### config.mk
export PLATFORM = sky130hd
export DESIGN_NAME = mbx_top
export DESIGN_NICKNAME = d
export VERILOG_FILES = /design/src/rtl/mbx_pkg.sv /design/src/rtl/mbx_sema_reg.sv /design/src/rtl/mbx_cond_status.sv /design/src/rtl/mbx_irq.sv /design/src/rtl/mbx_top.sv
export SDC_FILE = /design/constraint.sdc
export NUM_CORES = 1
export LEC_CHECK = 0
export BUFFER_PORTS_ARGS = -buffer_cell sky130_fd_sc_hd__buf_2
export CAP_MARGIN = 10
export CORE_ASPECT_RATIO = 2
export CORE_MARGIN = 3
export CORE_UTILIZATION = 43
export CTS_BUF_LIST = sky130_fd_sc_hd__clkbuf_4 sky130_fd_sc_hd__clkbuf_8 sky130_fd_sc_hd__clkbuf_16
export CTS_CLUSTER_DIAMETER = 50
export DETAILED_ROUTE_END_ITERATION = 8
export PLACE_DENSITY_LB_ADDON = 0.2
export SLEW_MARGIN = 5
export SYNTH_ARGS = -nofsm -noshare
export SYNTH_HDL_FRONTEND = slang
export SYNTH_SLANG_ARGS = --single-unit
### constraint.sdc
create_clock -name clk -period 1.3 [get_ports clk]
set_input_delay 0 -clock clk [delete_from_list [all_inputs] [get_ports clk]]
set_output_delay 0 -clock clk [all_outputs]
set_load 0.02 [all_outputs]
### src/rtl/mbx_pkg.sv
package mbx_pkg;
  localparam int MBX_DW      = 8;
  localparam int MBX_AW      = 8;
  localparam int MBX_NUM     = 3;
  localparam int COND_W      = 4;
  localparam int COND_LSB    = 1;

  typedef struct packed {
    logic lock;
    logic hdr;
    logic motor;
    logic fifo;
  } cond_t;
endpackage

### src/rtl/mbx_sema_reg.sv
module mbx_sema_reg #(
  parameter int              DW        = 8,
  parameter logic [DW-1:0]   ZERO_MASK = '0
) (
  input  logic          clk,
  input  logic          rst,
  input  logic          wr_hit,
  input  logic          rd_hit,
  input  logic [DW-1:0] wdata,
  output logic [DW-1:0] q,
  output logic          flag
);
  logic [DW-1:0] wmasked;
  logic          alters;

  assign wmasked = wdata & ~ZERO_MASK;
  assign alters  = wr_hit && (wmasked != q);

  always_ff @(posedge clk) begin
    if (rst) begin
      q    <= '0;
      flag <= 1'b0;
    end else begin
      if (wr_hit) q <= wmasked;
      if (alters)      flag <= 1'b1;
      else if (rd_hit) flag <= 1'b0;
    end
  end

  AST_SEMA_FLAG_SET: assert property (@(posedge clk) disable iff (rst)
    (wr_hit && (wmasked != q)) |=> flag);
  AST_SEMA_FLAG_CLR: assert property (@(posedge clk) disable iff (rst)
    (rd_hit && !wr_hit) |=> !flag);
  AST_SEMA_HOLD: assert property (@(posedge clk) disable iff (rst)
    !wr_hit |=> $stable(q));
  AST_SEMA_NOCHG: assert property (@(posedge clk) disable iff (rst)
    (!wr_hit && !rd_hit) |=> $stable(flag));
endmodule

### src/rtl/mbx_cond_status.sv
module mbx_cond_status
  import mbx_pkg::*;
(
  input  logic  clk,
  input  logic  rst,
  input  logic  pll_lock,
  input  logic  motor_ovf,
  input  logic  hdr_new,
  input  logic  hdr_done,
  input  logic  fifo_ovf,
  input  logic  stat_rd,
  output cond_t cond
);
  logic hdr_q;
  logic fifo_q;

  always_ff @(posedge clk) begin
    if (rst) begin
      hdr_q  <= 1'b0;
      fifo_q <= 1'b0;
    end else begin
      if (hdr_new)       hdr_q <= 1'b1;
      else if (hdr_done) hdr_q <= 1'b0;
      if (fifo_ovf)      fifo_q <= 1'b1;
      else if (stat_rd)  fifo_q <= 1'b0;
    end
  end

  always_comb begin
    cond.lock  = pll_lock;
    cond.motor = motor_ovf;
    cond.hdr   = hdr_q;
    cond.fifo  = fifo_q;
  end

  AST_HDR_SET: assert property (@(posedge clk) disable iff (rst)
    hdr_new |=> cond.hdr);
  AST_HDR_CLR: assert property (@(posedge clk) disable iff (rst)
    (hdr_done && !hdr_new) |=> !cond.hdr);
  AST_FIFO_SET: assert property (@(posedge clk) disable iff (rst)
    fifo_ovf |=> cond.fifo);
  AST_FIFO_CLR: assert property (@(posedge clk) disable iff (rst)
    (stat_rd && !fifo_ovf) |=> !cond.fifo);
endmodule

### src/rtl/mbx_irq.sv
module mbx_irq #(
  parameter int DW = 8
) (
  input  logic          clk,
  input  logic          rst,
  input  logic          ien_wr,
  input  logic [DW-1:0] wdata,
  input  logic [DW-1:0] stat_vec,
  output logic [DW-1:0] ien,
  output logic          irq_n
);
  always_ff @(posedge clk) begin
    if (rst) begin
      ien   <= '0;
      irq_n <= 1'b1;
    end else begin
      if (ien_wr) ien <= wdata;
      irq_n <= ~|(stat_vec & ien);
    end
  end

  AST_IRQ_ASSERT: assert property (@(posedge clk) disable iff (rst)
    (|(stat_vec & ien)) |=> !irq_n);
  AST_IRQ_IDLE: assert property (@(posedge clk) disable iff (rst)
    (~|(stat_vec & ien)) |=> irq_n);
  AST_IRQ_RST: assert property (@(posedge clk)
    rst |=> irq_n);
endmodule

### src/rtl/mbx_top.sv
module mbx_top
  import mbx_pkg::*;
#(
  parameter int             DW        = MBX_DW,
  parameter int             AW        = MBX_AW,
  parameter int             NUM_SEMA  = MBX_NUM,
  parameter logic [AW-1:0]  SEMA_BASE = 8'h08,
  parameter logic [DW-1:0]  VER_MASK  = 8'h02
) (
  input  logic          clk,
  input  logic          rst,
  input  logic [AW-1:0] bus_addr,
  input  logic [DW-1:0] bus_wdata,
  input  logic          bus_we,
  input  logic          bus_re,
  output logic [DW-1:0] bus_rdata,
  input  logic          pll_lock,
  input  logic          hdr_new,
  input  logic          hdr_done,
  input  logic          motor_ovf,
  input  logic          fifo_ovf,
  output logic          irq_n
);
  localparam logic [AW-1:0] STAT_ADDR = SEMA_BASE + AW'(NUM_SEMA);
  localparam logic [AW-1:0] IEN_ADDR  = STAT_ADDR + AW'(1);

  logic [DW-1:0]       sema_q [NUM_SEMA];
  logic [NUM_SEMA-1:0] sema_flag;
  logic [NUM_SEMA-1:0] sema_wr;
  logic [NUM_SEMA-1:0] sema_rd;
  cond_t               cond;
  logic [DW-1:0]       stat_vec;
  logic [DW-1:0]       ien;
  logic [DW-1:0]       rd_mux;
  logic                stat_rd;
  logic                ien_wr;
  logic                mapped;

  assign stat_rd = bus_re && (bus_addr == STAT_ADDR);
  assign ien_wr  = bus_we && (bus_addr == IEN_ADDR);

  for (genvar g = 0; g < NUM_SEMA; g++) begin : g_sema
    localparam logic [AW-1:0] MY_ADDR = SEMA_BASE + AW'(g);
    localparam logic [DW-1:0] MY_MASK = (g == NUM_SEMA - 1) ? VER_MASK : '0;
    assign sema_wr[g] = bus_we && (bus_addr == MY_ADDR);
    assign sema_rd[g] = bus_re && (bus_addr == MY_ADDR);
    mbx_sema_reg #(.DW(DW), .ZERO_MASK(MY_MASK)) u_sema (
      .clk    (clk),
      .rst    (rst),
      .wr_hit (sema_wr[g]),
      .rd_hit (sema_rd[g]),
      .wdata  (bus_wdata),
      .q      (sema_q[g]),
      .flag   (sema_flag[g])
    );
  end

  mbx_cond_status u_cond (
    .clk       (clk),
    .rst       (rst),
    .pll_lock  (pll_lock),
    .motor_ovf (motor_ovf),
    .hdr_new   (hdr_new),
    .hdr_done  (hdr_done),
    .fifo_ovf  (fifo_ovf),
    .stat_rd   (stat_rd),
    .cond      (cond)
  );

  always_comb begin
    stat_vec = '0;
    for (int i = 0; i < NUM_SEMA; i++) stat_vec[DW-1-i] = sema_flag[i];
    stat_vec[COND_LSB +: COND_W] = cond;
  end

  mbx_irq #(.DW(DW)) u_irq (
    .clk      (clk),
    .rst      (rst),
    .ien_wr   (ien_wr),
    .wdata    (bus_wdata),
    .stat_vec (stat_vec),
    .ien      (ien),
    .irq_n    (irq_n)
  );

  always_comb begin
    rd_mux = '0;
    mapped = 1'b0;
    for (int i = 0; i < NUM_SEMA; i++) begin
      if (sema_rd[i]) begin
        rd_mux = sema_q[i];
        mapped = 1'b1;
      end
    end
    if (bus_addr == STAT_ADDR) begin
      rd_mux = stat_vec;
      mapped = 1'b1;
    end
    if (bus_addr == IEN_ADDR) begin
      rd_mux = ien;
      mapped = 1'b1;
    end
  end

  always_ff @(posedge clk) begin
    if (rst)         bus_rdata <= '0;
    else if (bus_re) bus_rdata <= rd_mux;
  end

  AST_UNMAPPED_RD: assert property (@(posedge clk) disable iff (rst)
    (bus_re && !mapped) |=> (bus_rdata == '0));
  AST_RDATA_HOLD: assert property (@(posedge clk) disable iff (rst)
    !bus_re |=> $stable(bus_rdata));
  AST_VER_BIT: assert property (@(posedge clk) disable iff (rst)
    (bus_re && bus_addr == SEMA_BASE + AW'(NUM_SEMA - 1)) |=> ((bus_rdata & VER_MASK) == '0));
endmodule

Word-level counts from Yosys, hierarchy flattened:

Cells that the tools add are included.

* output and inout bits: 9
* word-level logic and storage cells: 53
* register bits after elaboration: 45
* input bits: 25

* equality and inequality tests: 8
* bitwise logic cells: 1
* muxes and demuxes: 15
* reductions and logical operators: 18

Operator list (count)
* equality test 8 x 4 -> 1 bit (second input constant): 5
* two-way mux 8 bit: 5
* != test 8 bit: 2
* logical AND 1 bit: 11
* two-way mux 1 bit: 10
* nonzero test 2 bit: 5
* bitwise AND 8 bit: 1
* OR reduction 8 bit: 1
* != test 7 bit: 1
* logical NOT 1 bit: 1

Logic depth before layout (Yosys ltp):

* word-level depth: 7
* gate-level depth with buffers: 6
* gate-level depth less buffers: 4

Hierarchy:

Synthesis repeated with hierarchy kept, for this count alone.

* cells, all modules: 276
* area total of the unflattened synthesis: 2429.8 µm²

By module, submodules not included
* mbx_top: times used 1, area an instance 809.5 µm², cells an instance 112, seq. area each 160.2 µm²
* mbx_sema_reg at g_sema[0].u_sema ...: times used 2, area an instance 402.9 µm², cells an instance 41, seq. area each 180.2 µm²
* mbx_sema_reg at g_sema[2].u_sema: times used 1, area an instance 367.9 µm², cells an instance 38, seq. area each 160.2 µm²
* mbx_irq: times used 1, area an instance 346.6 µm², cells an instance 32, seq. area each 180.2 µm²
* mbx_cond_status: times used 1, area an instance 100.1 µm², cells an instance 12, seq. area each 40.0 µm²

Worst setup path before layout:

No wires, ideal clock.

* kind: input to register
* from: input bus_addr[7]
* to: register g_sema[0].u_sema.flag
* required time: 1.230 ns
* setup time: 0.070 ns
* arrival time: 1.099 ns
* stages on the path: 5
* path buffers: 1
* slack: 0.131 ns
* path through: nor4_4 nand4_1 buf_4 a41o_1 a21oi_1

* longest elaborated chain between the ends: 4
* elaborated cells between the ends (all ways): 6
* those cells by class: eq/ne (1); mux (1); reduce/logical (4)

Ends and longest elaborated chain
* start: declaration: RTL line mbx_top.sv:12 `input logic [AW-1:0] bus_addr,`
* equality test 8 x 4 -> 1 bit (*): RTL line mbx_top.sv:45, mbx_top.sv:46
* logical AND 1 bit: RTL line mbx_top.sv:45 `assign sema_wr[g] = bus_we && (bus_addr == MY_ADDR);`
* logical AND 1 bit: RTL line mbx_sema_reg.sv:17 `assign alters = wr_hit && (wmasked != q);`
* two-way mux 1 bit / nonzero test 2 bit (equally long branches)
* end signal: assignment: RTL line mbx_sema_reg.sv:22 `flag <= 1'b0;`
* end signal: assignment: RTL line mbx_sema_reg.sv:25 `if (alters) flag <= 1'b1;`
* end signal: assignment: RTL line mbx_sema_reg.sv:26 `else if (rd_hit) flag <= 1'b0;`
* end: declaration: RTL line mbx_sema_reg.sv:11 `output logic flag`

Every way passes the cells marked *; elsewhere a longest branch is shown, timed or not.
A chain may end at the register's enable or synchronous reset.

Worst setup path after layout:

* from: register g_sema[0].u_sema.q[1]
* to: register g_sema[0].u_sema.flag

* longest elaborated chain between the ends: 3
* elaborated cells between the ends (all ways): 4
* those cells by class: eq/ne (1); mux (1); reduce/logical (2)

Ends and longest elaborated chain
* start: declaration: RTL line mbx_sema_reg.sv:10 `output logic [DW-1:0] q,`
* start signal: assignment: RTL line mbx_sema_reg.sv:24 `if (wr_hit) q <= wmasked;`
* != test 8 bit (*): RTL line mbx_sema_reg.sv:17
* logical AND 1 bit (*): RTL line mbx_sema_reg.sv:17
* two-way mux 1 bit / nonzero test 2 bit (equally long branches)

Marked as above.

==> impl_metrics.py <==
metrics = {
    "timing": {
        "period_share": 0.975,
        "drv_slew": 0,
        "rsz0062_at_grt": "true",
        "finalHoldViolCount": 0,
        "whs_ns": 0.00927,
        "worst_pin_slew_ns": 0.334,
        "slew_headroom": 0.777,
        "period_minus_slack_ns": 1.27,
        "clock_skew_ns": 0.00866,
        "setup_viol": 0,
        "fmaxAchievable_mhz": 789,
    },
    "worst_setup_path": {
        "cp_slowest_cell": "dfxtp_2",
        "worst-r2r-setup-slack_ns": 0.03,
        "path_cells": "xor2_1, nor4_1, buf_4, a41o_1, a21oi_1",
        "crit_fanout": 3,
        "crit_type": "reg -> reg",
        "rr_endpoint": "g_sema[0].u_sema.flag$_SDFFE_PP0P_",
        "worstSetupStartpointType": "flip-flop",
        "ff2ff_path_depth": 5,
        "reg2reg_from": "g_sema[0].u_sema.q[1]$_SDFFE_PP0P_",
        "crit_arrival_ns": 1.46,
        "crit_required_ns": 1.49,
        "cp-end-kind": "flip-flop",
        "cp_slowest_stage_delay_ns": 0.34,
    },
    "logic_synthesis": {
        "synth-compound-area-share": 0.187,
        "synth_xor_area_frac": 0.0854,
        "synth_edf_count": 0,
        "synth.area.mux_share": 0.102,
        "synth_flop_cell": "dfxtp_1",
        "yosys.area_share.simple": 0.186,
        "yosysTopAreaCell": "dfxtp_1",
        "synth-seq-area-share": 0.382,
        "async_reset_ff_frac": 0,
        "ys_warn_count": 0,
        "avgSynthCellArea_sq_um": 8.87,
        "syn_nets": 291,
        "synth_top_area_frac": 0.382,
        "synth.most_common_cell": "dfxtp_1",
        "syn_area_sq_um": 2360,
        "synthCells": 266,
        "synth_common_cells": "dfxtp_1 (45), nor2_1 (27), nand2_1 (25)",
        "synth.distinct_cells": 39,
        "synthAdderAreaFrac": 0,
        "ys_top_cells_by_area": "dfxtp_1 (38%), mux2i_1 (10%), xnor2_1 (4.8%), nor2_1 (4.3%), nand2_1 (4.0%)",
        "synth-seq-cells": 45,
        "synth_top_family_by_area": "compound AO/OA/AOI/OAI gates",
    },
    "finish": {
        "drive_gt1_frac": 0.247,
        "nets": 336,
        "n_antenna_cell": 0,
        "syn2layout_area_growth_pct": 20.2,
        "finalInstanceArea_sq_um": 2840,
    },
    "clocking": {
        "cts_tree": "built",
        "cts-buffers-inserted": 5,
        "cts.sinks": 45,
        "cts_buffer_depth": 2,
        "htree_levels": 2,
        "clock_latency_ns": 0.30,
        "clk_pin_slew_worst_paths_ns": 0.09,
        "cts_root_buffer": "clkbuf_8",
    },
    "global_route": {
        "grt_usage": 0.201,
        "grt_pass1_wl_microns": 10000,
        "antenna_found_initial": 0,
        "grt_overflow": 0,
        "grt_pass1_vias": 2071,
        "grt_max_degree": 28,
    },
    "detailed_routing": {
        "wire_per_inst_microns": 16.9,
        "drt_iter0_drc": 87,
        "routed_wl_microns": 6270,
        "drc": 0,
        "routed_via_density": 5.72,
        "drt_first_pass_iters": 6,
        "num_vias": 2118,
        "antenna_left": 0,
    },
    "die": {
        "fp.dieArea_sq_um": 6460,
        "die_w_microns": 58.4,
        "initial_core_util": 0.451,
        "fp.coreArea_sq_um": 5230,
        "pin_count": 34,
        "fp.dieH_microns": 111,
        "num_rows": 37,
    },
    "placement": {
        "placed_area_sq_um": 2670,
        "globalplace.congestion": 0.779,
        "port_buffers": 33,
        "post-dp-hpwl_microns": 4680,
    },
    "hold_path": {
        "hold_path.class": "in -> reg",
        "hold_depth": 4,
        "min-delay-start": "pll_lock",
        "hold_end": "u_irq.irq_n$_SDFF_PP1_",
    },
    "power": {
        "ir_drop_mv": 0.701,
        "power_leakage_nw": 1.30,
        "p_per_area_nw_per_um2": 932,
    },
    "job": {
        "maxCapViolCount": 0,
    },
    "status": {
        "outcome": "complete, no violations",
    },
}
-- critical path, delay by kind of cell, from the launching register on --
family | cells | cell delay, ns
compound gates | 2 | 0.25
simple gates | 1 | 0.26
flops | 1 | 0.34
buf+inv | 1 | 0.16
xor+xnor | 1 | 0.14
-- cells by family after synthesis --
family	after synthesis
flip-flops	45
AND/OR/NAND/NOR	84
AO/OA/AOI/OAI	60
buffers and inverters	30
multiplexers	24
XOR/XNOR	23
-- registers in the layout (all words and copies together), names as in the netlist --
register            cells
u_cond.fifo_q           1
bus_rdata               8
u_irq.ien               8
g_sema.u_sema.flag      3
g_sema.u_sema.q        23
u_irq.irq_n             1
u_cond.hdr_q            1
-- report_power, final --
group / switching [mW] / internal, mW / total [mW]
clock: 0.485 / 0.431 / 0.916
sequential: 0.00905 / 1.39 / 1.40
combinational: 0.188 / 0.140 / 0.329
-- per-layer routing --
metal / part of all wire / track usage
met2: 0.55 / 0.365
met3: 0.042 / 0.0303
met1: 0.38 / 0.223
met5: 0 / 0
met4: 0.020 / 0.0774
-- cell usage in the layout (no fill, tap or decap), types with 2 or more instances in the layout --
cell and count:
buf_2 33, o211a_1 5, o31ai_1 3, a2bb2oi_1 4
dfxtp_1 43, nor2_1 27, nand2b_1 2, a41o_1 3
mux2i_1 24, a21oi_1 16, dlygate4sd3_1 4, nand3_1 3
nand4_1 5, dfxtp_2 2, buf_4 26, nor3b_1 8
clkbuf_8 6, a22oi_1 2, o21ai_0 4, o21bai_1 5
xnor2_1 13, o221ai_1 5, nand2_1 25, xor2_1 10
inv_1 4, a32oi_1 5, nor2b_1 6
-- layout make-up --
cell class / instances / area, sq um
well taps: 58 / 72.6
repair buffers: 63 / 400
clock buffers: 6 / 82.6
fillers: 526 / 2400
clock inverters: 2 / 13.8
flip-flops and latches: 45 / 903
multi-input cells: 191 / 1340
inverters: 5 / 18.8
-- worst max-delay path by stage --
stage,depth (start not counted),end,slack (ns),startpoint
after floorplan,5,g_sema[0].u_sema.flag$_SDFFE_PP0P_,0.13,bus_addr[7]
after global placement,6,bus_rdata[7]$_SDFFE_PP0P_,-0.09,bus_addr[7]
after detailed placement,6,bus_rdata[5]$_SDFFE_PP0P_,-0.10,bus_addr[7]
after CTS,5,g_sema[0].u_sema.flag$_SDFFE_PP0P_,0.009,g_sema[0].u_sema.q[1]$_SDFFE_PP0P_
after global routing,5,g_sema[0].u_sema.flag$_SDFFE_PP0P_,-0.07,g_sema[0].u_sema.q[5]$_SDFFE_PP0P_
final,5,g_sema[0].u_sema.flag$_SDFFE_PP0P_,0.03,g_sema[0].u_sema.q[1]$_SDFFE_PP0P_
-- stage by stage --
| step | TNS (ns) | setup WS [ns] | power [mW] | instances | util |
|---|---|---|---|---|---|
| floorplan | 0 | 0.131 | 1.62 | 266 | - |
| global placement | -0.590 | -0.0866 | 1.74 | 357 | 0.510 |
| detailed placement | -0.619 | -0.104 | 1.74 | 357 | 0.510 |
| CTS | 0 | 0.00942 | 2.67 | 369 | 0.536 |
| global route | -0.0764 | -0.0740 | 2.76 | 370 | 0.542 |
| finish | 0 | 0.0330 | 2.64 | 370 | 0.542 |
-- timing repair --
action                                  CTS  global route
pin swaps                                 2             3
hold buffers                              4             0
hold endpoints to repair                  3             0
gates resized for setup                   2             4
endpoints found under the setup margin    1             4
buffers inserted                          0             1
Power figures use the tool's default switching activity.
